[src/rtl/dtw_pkg.sv]
package dtw_pkg;
  localparam int unsigned NCOND = 3;
  localparam int unsigned C_RD  = 0;
  localparam int unsigned C_WR  = 1;
  localparam int unsigned C_TO  = 2;
  typedef logic [NCOND-1:0] cond_vec_t;
endpackage

[src/rtl/dtw_retry_cnt.sv]
module dtw_retry_cnt #(
  parameter int CNT_W = 24
) (
  input  logic clk,
  input  logic rst,
  input  logic issue,
  input  logic retry,
  input  logic done,
  input  logic cnt_en,
  output logic discard
);
  localparam logic [CNT_W-1:0] LAST = '1;

  logic [CNT_W-1:0] cnt;
  logic             pend;

  always_ff @(posedge clk) begin
    if (rst) begin
      cnt     <= '0;
      pend    <= 1'b0;
      discard <= 1'b0;
    end else begin
      discard <= 1'b0;
      if (issue) begin
        pend <= 1'b1;
        cnt  <= '0;
      end else if (done) begin
        pend <= 1'b0;
        cnt  <= '0;
      end else if (pend && retry && cnt_en) begin
        if (cnt == LAST) begin
          pend    <= 1'b0;
          cnt     <= '0;
          discard <= 1'b1;
        end else begin
          cnt <= cnt + 1'b1;
        end
      end
    end
  end
endmodule

[src/rtl/dtw_mto_timer.sv]
module dtw_mto_timer #(
  parameter int TMO_CYCLES = 32768
) (
  input  logic clk,
  input  logic rst,
  input  logic ready,
  input  logic claim,
  output logic expire
);
  localparam int CW = $clog2(TMO_CYCLES + 1);
  localparam logic [CW-1:0] LAST = CW'(TMO_CYCLES - 1);

  logic [CW-1:0] cnt;
  logic          active;

  always_ff @(posedge clk) begin
    if (rst) begin
      cnt    <= '0;
      active <= 1'b0;
      expire <= 1'b0;
    end else begin
      expire <= 1'b0;
      if (ready) begin
        active <= 1'b1;
        cnt    <= '0;
      end else if (claim) begin
        active <= 1'b0;
        cnt    <= '0;
      end else if (active) begin
        if (cnt == LAST) begin
          active <= 1'b0;
          cnt    <= '0;
          expire <= 1'b1;
        end else begin
          cnt <= cnt + 1'b1;
        end
      end
    end
  end
endmodule

[src/rtl/dtw_status.sv]
module dtw_status
  import dtw_pkg::*;
(
  input  logic      clk,
  input  logic      rst,
  input  cond_vec_t events,
  input  logic      clr_stb,
  input  cond_vec_t clr_mask,
  input  logic      err_en,
  input  cond_vec_t cond_dis,
  output cond_vec_t status,
  output logic      serr
);
  cond_vec_t fresh;
  cond_vec_t clr_bits;

  always_comb begin
    fresh    = events & ~status;
    clr_bits = clr_stb ? clr_mask : '0;
  end

  always_ff @(posedge clk) begin
    if (rst) begin
      status <= '0;
      serr   <= 1'b0;
    end else begin
      status <= (status & ~clr_bits) | events;
      serr   <= err_en && ((fresh & ~cond_dis) != '0);
    end
  end
endmodule

[src/rtl/dtw_watchdog.sv]
module dtw_watchdog
  import dtw_pkg::*;
#(
  parameter int RETRY_W    = 24,
  parameter int TMO_CYCLES = 32768
) (
  input  logic       clk,
  input  logic       rst,
  input  logic       rd_issue,
  input  logic       rd_retry,
  input  logic       rd_done,
  input  logic       wr_issue,
  input  logic       wr_retry,
  input  logic       wr_done,
  input  logic       cpl_ready,
  input  logic       cpl_claim,
  input  logic       retry_dis,
  input  logic       err_en,
  input  logic [2:0] cond_dis,
  input  logic       clr_stb,
  input  logic [2:0] clr_mask,
  output logic       rd_discard,
  output logic       wr_discard,
  output logic       cpl_discard,
  output logic [2:0] status,
  output logic       serr
);
  localparam int NREQ = 2;

  logic [NREQ-1:0] req_issue, req_retry, req_done, req_disc;
  cond_vec_t       events;

  assign req_issue = {wr_issue, rd_issue};
  assign req_retry = {wr_retry, rd_retry};
  assign req_done  = {wr_done,  rd_done};

  for (genvar g = 0; g < NREQ; g++) begin : g_req
    dtw_retry_cnt #(.CNT_W(RETRY_W)) u_cnt (
      .clk     (clk),
      .rst     (rst),
      .issue   (req_issue[g]),
      .retry   (req_retry[g]),
      .done    (req_done[g]),
      .cnt_en  (!retry_dis),
      .discard (req_disc[g])
    );
  end

  dtw_mto_timer #(.TMO_CYCLES(TMO_CYCLES)) u_tmo (
    .clk    (clk),
    .rst    (rst),
    .ready  (cpl_ready),
    .claim  (cpl_claim),
    .expire (cpl_discard)
  );

  assign rd_discard     = req_disc[C_RD];
  assign wr_discard     = req_disc[C_WR];
  assign events[C_RD]   = req_disc[C_RD];
  assign events[C_WR]   = req_disc[C_WR];
  assign events[C_TO]   = cpl_discard;

  dtw_status u_stat (
    .clk      (clk),
    .rst      (rst),
    .events   (events),
    .clr_stb  (clr_stb),
    .clr_mask (clr_mask),
    .err_en   (err_en),
    .cond_dis (cond_dis),
    .status   (status),
    .serr     (serr)
  );
endmodule

[config.mk]
export PLATFORM = sky130hd
export DESIGN_NAME = dtw_watchdog
export DESIGN_NICKNAME = d
export VERILOG_FILES = /design/src/rtl/dtw_pkg.sv /design/src/rtl/dtw_retry_cnt.sv /design/src/rtl/dtw_mto_timer.sv /design/src/rtl/dtw_status.sv /design/src/rtl/dtw_watchdog.sv
export SDC_FILE = /design/constraint.sdc
export NUM_CORES = 1
export LEC_CHECK = 0
export BUFFER_PORTS_ARGS = -buffer_cell sky130_fd_sc_hd__buf_4
export CAP_MARGIN = 20
export CELL_PAD_IN_SITES_DETAIL_PLACEMENT = 1
export CELL_PAD_IN_SITES_GLOBAL_PLACEMENT = 1
export CORE_MARGIN = 2
export CORE_UTILIZATION = 35
export CTS_CLUSTER_DIAMETER = 120
export DETAILED_ROUTE_END_ITERATION = 7
export PLACE_DENSITY_LB_ADDON = 0.1
export SYNTH_ARGS = -nofsm -noshare
export SYNTH_HDL_FRONTEND = slang
export SYNTH_SLANG_ARGS = --single-unit
[constraint.sdc]
create_clock -name clk -period 1.71 [get_ports clk]
set_input_delay 0.0855 -clock clk [delete_from_list [all_inputs] [get_ports clk]]
set_output_delay 0.0855 -clock clk [all_outputs]
set_load 0.01 [all_outputs]
==> impl_metrics.env, run 1 <==
export IMPL_leakage_nw=1.59
export IMPL_grt_total_usage_pct=17.0
export IMPL_top_layer="met4"
export IMPL_synth_edf_count=0
export IMPL_netlist_area_sq_mm=0.00336
export IMPL_firstDrtPassIters=4
export IMPL_slew_viol_final=0
export IMPL_yosysSeqAreaShare_pct=44.1
export IMPL_clkLatencyLatePin_ps=340
export IMPL_fp_dieW_microns=102
export IMPL_grt_pass1_wl_microns=13900
export IMPL_worstSetupPathType="reg -> reg"
export IMPL_power_total_mw=3.24
export IMPL_grt_pass1_vias=2955
export IMPL_htree_levels=3
export IMPL_post_route_period_util_pct=95.6
export IMPL_ys_ff_latch=74
export IMPL_num_antenna_cells=0
export IMPL_ys_flop_type="dfxtp_1"
export IMPL_cap_violations=0
export IMPL_antenna_found_initial=0
export IMPL_portBuffers=25
export IMPL_critPathMaxFanout=3
export IMPL_path_clk_slew_ps=80
export IMPL_timing_fmax_ghz=0.612
export IMPL_slowest_delay_ps=570
export IMPL_fin_worst_skew_ps=8.27
export IMPL_endpoint_kind="register"
export IMPL_die_h_microns=102
export IMPL_worst_setup_path_start_kind="register"
export IMPL_dieArea_sq_mm=0.0104
export IMPL_layout_nets=469
export IMPL_powerDensity_mw_per_mm2=767
export IMPL_overflow=0
export IMPL_ys_types=45
export IMPL_final_cells=581
export IMPL_syn_to_final_growth_pct=25.6
export IMPL_wl_met1_microns=3820
export IMPL_hold_viol=0
export IMPL_start_util_pct=36.2
export IMPL_vias=2855
export IMPL_cts_tree="built"
export IMPL_fin_ws_ps=76.1
export IMPL_coreArea_sq_mm=0.00928
export IMPL_status="finished clean"
export IMPL_fillers=1123
export IMPL_syn_inst=384
export IMPL_fin_util_pct=45.5
export IMPL_synth_avg_cell_area_sq_um=8.76
export IMPL_tightestPinTransition_ps=440
export IMPL_avgRoutedWirePerCell_microns=13.9
export IMPL_dr_wl_met3_microns=212
export IMPL_period_needed_ps=1630
export IMPL_grt_max_degree=22
export IMPL_cts_root_buf="clkbuf_8"
export IMPL_cts_num_sinks=74
export IMPL_drt_iter0_markers=63
export IMPL_dp_cells=560
export IMPL_ant_nets=0
export IMPL_setup_viol=0
export IMPL_yosys_warnings=0
export IMPL_layout_commonest_cell="nor2_1"
export IMPL_io_pins=26
export IMPL_via_per_inst=4.91
export IMPL_drive_gt1_share_pct=22.3
export IMPL_slew_headroom_pct=70.4
export IMPL_drt_total_wl_microns=8100
export IMPL_gp_congestion=0.763
export IMPL_postSynth_asyncResetShare_pct=0
export IMPL_hold_path_class="in -> reg"
export IMPL_clk_path_buf_depth=2
export IMPL_syn_nets=406
export IMPL_place_hpwl_microns=5990
export IMPL_ir_drop_mv=0.463
export IMPL_mostFrequentLayoutCells="74 x nor2_1, 67 x dfxtp_1, 58 x buf_4"
export IMPL_arrival_ps=1910
export IMPL_cts_made_buffers=9
export IMPL_path_cells="nand4_2 > or4b_4 > or3_1 > a21oi_2"
export IMPL_pre_cts_ws_ps=29.5
export IMPL_drc=0
export IMPL_required_ps=1980
export IMPL_met2_wirelength_microns=4020
export IMPL_std_cell_rows=35
export IMPL_crit_slowest_cell="or4b_4"
synthesized netlist by cell type, types with 2 or more instances:
library cell | instances | area (sq um)
a21oi_1 | 13 | 65.1
a31oi_1 | 3 | 18.8
and3_1 | 9 | 56.3
and3b_1 | 2 | 17.5
and4_1 | 3 | 26.3
buf_2 | 5 | 25.0
buf_4 | 2 | 15.0
clkbuf_1 | 4 | 15.0
dfxtp_1 | 74 | 1480
ha_1 | 3 | 37.5
inv_1 | 12 | 45.0
mux2i_1 | 2 | 20.0
nand2_1 | 27 | 101
nand2b_1 | 3 | 18.8
nand3_1 | 21 | 105
nand3b_1 | 2 | 15.0
nand4_1 | 22 | 138
nand4_2 | 2 | 25.0
nand4_4 | 2 | 42.5
nand4b_1 | 2 | 17.5
nor2_1 | 75 | 282
nor3_1 | 5 | 25.0
nor3b_1 | 2 | 15.0
nor4_1 | 3 | 18.8
nor4_4 | 2 | 42.5
o21ai_0 | 7 | 35.0
or3_1 | 10 | 62.6
xnor2_1 | 11 | 96.3
xor2_1 | 40 | 350
final timing paths:
| path | slack [ps] | cells past startpoint | from | to |
|---|---|---|---|---|
| max reg2reg | 80 | 4 | u_tmo.cnt[5]$_SDFFE_PP0P_ | u_tmo.cnt[15]$_SDFFE_PP0P_ |
| min reg2reg | 460 | 2 | g_req[0].u_cnt.cnt[23]$_SDFFE_PP0P_ | g_req[0].u_cnt.discard$_SDFF_PP0_ |
| max | 80 | 4 | u_tmo.cnt[5]$_SDFFE_PP0P_ | u_tmo.cnt[15]$_SDFFE_PP0P_ |
| min | 20 | 2 | rst | u_stat.status[0]$_SDFF_PP0_ |
per-stage QoR:
step | area (sq um) | TNS (ps) | hold WS, ps
floorplan | 3360 | 0 | 203
global placement | 3940 | 0 | 301
global route | 4220 | -70.6 | 23.3
CTS | 4180 | 0 | 8.35
finish | 4220 | 0 | 17.0
detailed placement | 3940 | 0 | 307
sequential cells by signal, summed over array words and instances (netlist names):
name and count:
g_req.u_cnt.cnt 48, u_tmo.cnt 16, g_req.u_cnt.pend 2, u_tmo.expire 1, u_stat.serr 1, u_stat.status 3, g_req.u_cnt.discard 2, u_tmo.active 1
area by class of cell:
cell class,count,area [sq um],share of cell area [%]
clock inverters,2,35.0,0.830
repair buffers,65,536,12.7
multi-input cells,285,1790,42.4
well taps,129,161,3.82
clock buffers,14,163,3.85
inverters,12,45.0,1.07
flip-flops and latches,74,1490,35.3
power by group:
group / leakage [nW] / internal [mW] / switching (mW)
sequential: 0.600 / 1.73 / 0.00380
clock: 0.101 / 0.755 / 0.629
combinational: 0.885 / 0.0657 / 0.0553
total: 1.59 / 2.55 / 0.688
timing repair:
item	in CTS	in global routing
endpoints found under the setup margin	0	41
resized for setup	0	15
hold buffers	4	0
endpoints found under the hold margin	4	0
setup buffers	0	1
cell families (layout without fill, tap and decap cells):
kind of cell | count (synthesis) | in the layout | share of synthesized area [%]
AO/OA/AOI/OAI | 30 | 30 | 5.55
XOR/XNOR | 51 | 51 | 13.3
adder cells (fa/ha/maj) | 3 | 3 | 1.12
buffers and inverters | 25 | 93 | 3.42
flip-flops | 74 | 74 | 44.1
multiplexers | 2 | 2 | 0.595
AND/OR/NAND/NOR | 199 | 199 | 32.0
layer usage:
metal  up-vias  global-route usage (%)
li1       1441                       -
met1      1381                    21.9
met2        29                    28.3
met3         4                    5.06
met4         0                    3.69
met5         -                       0
worst max-delay path, delay by kind of cell (launching register included):
family,cells,cell delay [ps]
and+or+nand+nor,3,1050
AOI/OAI and AO/OA,1,130
DFF,1,390
Power figures use the tool's default switching activity.
==> run 2, diff against run 1 <==
==> constraint.sdc (replaced) <==
create_clock -name clk -period 1.71 [get_ports clk]
set_input_delay 0.171 -clock clk [delete_from_list [all_inputs] [get_ports clk]]
set_output_delay 0.171 -clock clk [all_outputs]
set_load 0.01 [all_outputs]
==> impl_metrics.env, run 2 (synthesized netlist as in run 1, its figures left out) <==
export IMPL_antenna_found_initial=0
export IMPL_drt_iter0_markers=41
export IMPL_cts_root_buf="clkbuf_8"
export IMPL_die_h_microns=102
export IMPL_grt_pass1_wl_microns=13800
export IMPL_drt_total_wl_microns=8090
export IMPL_worst_setup_path_start_kind="register"
export IMPL_place_hpwl_microns=5990
export IMPL_drive_gt1_share_pct=22.5
export IMPL_clkLatencyLatePin_ps=340
export IMPL_cts_num_sinks=74
export IMPL_avgRoutedWirePerCell_microns=14.0
export IMPL_slew_headroom_pct=70.5
export IMPL_layout_nets=465
export IMPL_coreArea_sq_mm=0.00928
export IMPL_critPathMaxFanout=3
export IMPL_grt_total_usage_pct=16.9
export IMPL_path_cells="nand4_2 > or4b_4 > or3_1 > a21oi_2"
export IMPL_p_switching_uw=684
export IMPL_powerDensity_mw_per_mm2=771
export IMPL_p_int_mw=2.54
export IMPL_grt_pass1_vias=2932
export IMPL_drc=0
export IMPL_clk_path_buf_depth=2
export IMPL_largest_register_ffs=48
export IMPL_tightestPinTransition_ps=440
export IMPL_fin_worst_skew_ps=8.27
export IMPL_cts_made_buffers=9
export IMPL_required_ps=1990
export IMPL_arrival_ps=1910
export IMPL_worstSetupPathType="reg -> reg"
export IMPL_clkPwrFrac_pct=42.8
export IMPL_crit_slowest_cell="or4b_4"
export IMPL_fillers=1126
export IMPL_slowest_delay_ps=570
export IMPL_p_sw_share_pct=21.2
export IMPL_timing_hold_ws_ps=38.1
export IMPL_overflow=0
export IMPL_leakage_nw=1.57
export IMPL_gp_congestion=0.763
export IMPL_hold_path_class="in -> reg"
export IMPL_portBuffers=25
export IMPL_seqPwrFrac_pct=53.7
export IMPL_ir_drop_mv=0.456
export IMPL_grt_max_degree=22
export IMPL_hold_viol=0
export IMPL_path_clk_slew_ps=70
export IMPL_layout_commonest_cell="nor2_1"
export IMPL_cts_tree="built"
export IMPL_rr_startpoint="u_tmo.cnt[5]$_SDFFE_PP0P_"
export IMPL_firstDrtPassIters=4
export IMPL_ant_nets=0
export IMPL_status="finished clean"
export IMPL_num_antenna_cells=0
export IMPL_htree_levels=3
export IMPL_endpoint_kind="register"
export IMPL_fp_dieW_microns=102
export IMPL_vias=2836
export IMPL_io_pins=26
export IMPL_crit_start="u_tmo.cnt[5]$_SDFFE_PP0P_"
export IMPL_start_util_pct=36.2
export IMPL_power_total_mw=3.23
export IMPL_syn_to_final_growth_pct=24.4
export IMPL_via_per_inst=4.92
export IMPL_mostFrequentLayoutCells="74 x nor2_1, 67 x dfxtp_1, 58 x buf_4"
export IMPL_setup_viol=0
export IMPL_combPwrFrac_pct=3.5
export IMPL_timing_fmax_ghz=0.612
export IMPL_slew_viol_final=0
export IMPL_regMostFlops="g_req.u_cnt.cnt"
export IMPL_std_cell_rows=35
export IMPL_period_needed_ps=1630
export IMPL_reg_top3="g_req.u_cnt.cnt (48), u_tmo.cnt (16), u_stat.status (3)"
export IMPL_cap_violations=0
export IMPL_hp_start="rd_issue"
export IMPL_dieArea_sq_mm=0.0104
export IMPL_post_route_period_util_pct=95.5
run 2: metal layers:
| layer | wire length [microns] | global-route usage (%) | up-vias |
|---|---|---|---|
| met5 | 0 | 0 | - |
| met4 | 48 | 3.69 | 0 |
| met3 | 206 | 5.06 | 4 |
| met2 | 4000 | 28.1 | 29 |
| met1 | 3830 | 21.8 | 1369 |
| li1 | - | - | 1434 |
run 2: per-stage QoR:
stage                     utilization, %  instances  worst slack [ps]  setup TNS [ps]  area [sq um]
final                               45.0        577              76.6               0          4180
after global routing                45.0        577             -30.6           -70.6          4180
after CTS                           44.6        576              15.7               0          4140
after detailed placement            42.5        560              29.5               0          3940
after global placement              42.5        560              87.4               0          3940
after floorplan                        -        384              97.1               0          3360
run 2: final timing paths:
check	end	slack, ps	cells after the start
max	u_tmo.cnt[15]$_SDFFE_PP0P_	80	4
min	g_req[0].u_cnt.pend$_SDFFE_PP0P_	40	3
max reg2reg	u_tmo.cnt[15]$_SDFFE_PP0P_	80	4
min reg2reg	g_req[0].u_cnt.discard$_SDFF_PP0_	460	2
run 2: final cells by class:
cell class	count	area, sq um	share of cell area (%)
Clock buffer	14	163	3.89
Clock inverter	2	35.0	0.838
Inverter	12	45.0	1.08
Multi-Input combinational cell	285	1790	42.8
Sequential cell	74	1490	35.6
Tap cell	129	161	3.86
Timing Repair Buffer	61	495	11.8
run 2: repair_timing:
item | in CTS | in global routing
gates resized for setup | 0 | 15
endpoints found under the setup margin | 0 | 41
setup buffers | 0 | 1
hold buffers | 0 | 0
run 2: worst max-delay path, delay by kind of cell, from the launching register on:
| family | cells | cell delay [ps] |
|---|---|---|
| and+or+nand+nor | 3 | 1050 |
| DFF | 1 | 390 |
| AOI/OAI and AO/OA | 1 | 130 |
run 2: power groups by stage:
stage	Sequential, mW	Clock [mW]	Combinational (mW)
floorplan	1.77	0	0.0463
global placement	1.77	0	0.116
detailed placement	1.77	0	0.116
CTS	1.73	1.44	0.117
global route	1.73	1.51	0.126
finish	1.73	1.38	0.114
==> run 3, diff against run 2 <==
--- a/config.mk
+++ b/config.mk
@@ -7,7 +7,7 @@
 export LEC_CHECK = 0
 export BUFFER_PORTS_ARGS = -buffer_cell sky130_fd_sc_hd__buf_4
 export CAP_MARGIN = 20
-export CELL_PAD_IN_SITES_DETAIL_PLACEMENT = 1
+export CELL_PAD_IN_SITES_DETAIL_PLACEMENT = 0
 export CELL_PAD_IN_SITES_GLOBAL_PLACEMENT = 1
 export CORE_MARGIN = 2
 export CORE_UTILIZATION = 35
==> impl_metrics.env, run 3 (synthesized netlist as in run 1, its figures left out) <==
export IMPL_setup_viol=0
export IMPL_regMostFlops="g_req.u_cnt.cnt"
export IMPL_coreArea_sq_mm=0.00928
export IMPL_pre_cts_ws_ps=18.2
export IMPL_setup_tns_final_ps=0
export IMPL_critPathMaxFanout=5
export IMPL_timing_hold_ws_ps=39.2
export IMPL_worst_setup_path_start_kind="register"
export IMPL_worst_path_stages=4
export IMPL_dieArea_sq_mm=0.0104
export IMPL_fin_util_pct=44.5
export IMPL_status="finished clean"
export IMPL_via_per_inst=4.71
export IMPL_cts_root_buf="clkbuf_8"
export IMPL_rsz0062_at_grt="false"
export IMPL_drive_gt1_share_pct=20.2
export IMPL_clk_path_buf_depth=2
export IMPL_cts_num_sinks=74
export IMPL_htree_levels=3
export IMPL_antenna_found_initial=0
export IMPL_grt_pass1_vias=2581
export IMPL_drc=0
export IMPL_cap_violations=0
export IMPL_place_hpwl_microns=5190
export IMPL_cpLargestDelayFamily="simple AND/OR/NAND/NOR gates"
export IMPL_vias=2701
export IMPL_final_cells=574
export IMPL_cts_tree="built"
export IMPL_whs_path_depth=3
export IMPL_fin_worst_skew_ps=5.46
export IMPL_path_cells="and3_1 > or4b_4 > or3_1 > a21oi_2"
export IMPL_hold_path_class="in -> reg"
export IMPL_cts_made_buffers=9
export IMPL_std_cell_rows=35
export IMPL_timing_fmax_ghz=0.612
export IMPL_slowest_delay_ps=480
export IMPL_powerDensity_mw_per_mm2=723
export IMPL_portBuffers=25
export IMPL_start_util_pct=36.2
export IMPL_hold_viol=0
export IMPL_grt_total_usage_pct=14.8
export IMPL_crit_slowest_cell="or4b_4"
export IMPL_drt_iter0_markers=48
export IMPL_grt_max_degree=22
export IMPL_slew_viol_final=0
export IMPL_firstDrtPassIters=4
export IMPL_period_needed_ps=1630
export IMPL_leakage_nw=1.54
export IMPL_overflow=0
export IMPL_syn_to_final_growth_pct=22.9
export IMPL_tightestPinTransition_ps=382
export IMPL_gp_congestion=0.763
export IMPL_worstRegToRegCells=4
export IMPL_ant_nets=0
export IMPL_drt_total_wl_microns=7070
export IMPL_worstSetupPathType="reg -> reg"
export IMPL_dp_cells=560
export IMPL_layout_nets=464
export IMPL_largest_register_ffs=48
export IMPL_endpoint_kind="register"
export IMPL_path_clk_slew_ps=70
export IMPL_reg_top3="g_req.u_cnt.cnt (48), u_tmo.cnt (16), u_stat.status (3)"
export IMPL_ir_drop_mv=0.550
export IMPL_path_buf_inv=0
export IMPL_grt_pass1_wl_microns=11900
export IMPL_io_pins=26
export IMPL_slew_headroom_pct=74.4
export IMPL_layout_commonest_cell="nor2_1"
export IMPL_fp_dieW_microns=102
export IMPL_post_route_period_util_pct=95.5
export IMPL_arrival_ps=1910
export IMPL_die_h_microns=102
export IMPL_clkLatencyLatePin_ps=340
export IMPL_fin_ws_ps=77.3
export IMPL_avgRoutedWirePerCell_microns=12.3
export IMPL_required_ps=1990
export IMPL_num_antenna_cells=0
export IMPL_mostFrequentLayoutCells="75 x nor2_1, 73 x dfxtp_1, 57 x buf_4"
==> run 3: cell types whose count changed in the layout (fill, tap and decap cells not counted), sizes merged <==
cell,previous run,this run
clkinv,1,0
buf,61,60
bufinv,1,0
==> run 3: metrics by stage <==
stage / total power [mW] / cell area, sq um
after global routing: 3.12 / 4130
after global placement: 1.89 / 3940
final: 2.99 / 4130
after CTS: 3.06 / 4100
after detailed placement: 1.89 / 3940
after floorplan: 1.82 / 3360
==> run 3: final cells by class <==
cell class / count / area, sq um
clock buffer: 14 / 153
fill: 941 / 5150
inverter: 12 / 45.0
multi-input combinational: 285 / 1800
sequential: 74 / 1480
tap: 129 / 161
timing repair buffer: 60 / 488
==> run 3: routing by layer <==
layer,share of wire [%],up-vias,GRT usage (%)
li1,-,1427,-
met1,50,1231,18.9
met2,45,33,23.9
met3,2.8,10,4.31
met4,1.7,0,5.64
met5,0,-,0
==> run 3: worst paths after layout <==
path | end | startpoint | slack (ps)
worst max register to register | u_tmo.cnt[15]$_SDFFE_PP0P_ | u_tmo.cnt[0]$_SDFFE_PP0P_ | 80
worst min register to register | g_req[0].u_cnt.discard$_SDFF_PP0_ | g_req[0].u_cnt.cnt[23]$_SDFFE_PP0P_ | 450
worst min-delay path | g_req[0].u_cnt.pend$_SDFFE_PP0P_ | rd_issue | 40
worst max-delay path | u_tmo.cnt[15]$_SDFFE_PP0P_ | u_tmo.cnt[0]$_SDFFE_PP0P_ | 80
==> run 3: worst register-to-register path, cell delays in order (launching register included) <==
cell     delay, ps
dfxtp_1        410
and3_1         200
or4b_4         480
or3_1          340
a21oi_2        140
==> run 3: report_power, final <==
part	internal (mW)	total, mW	switching [mW]
combinational	0.0597	0.113	0.0535
clock	0.554	1.14	0.588
sequential	1.73	1.73	0.00398
total	2.34	2.99	0.645
==> run 3: timing repair <==
item | 4_1_cts | 5_1_grt
buffers inserted | 0 | 0
hold buffers | 0 | 0
pin swaps | 0 | 1
resized for setup | 1 | 8
setup endpoints to repair | 1 | 35
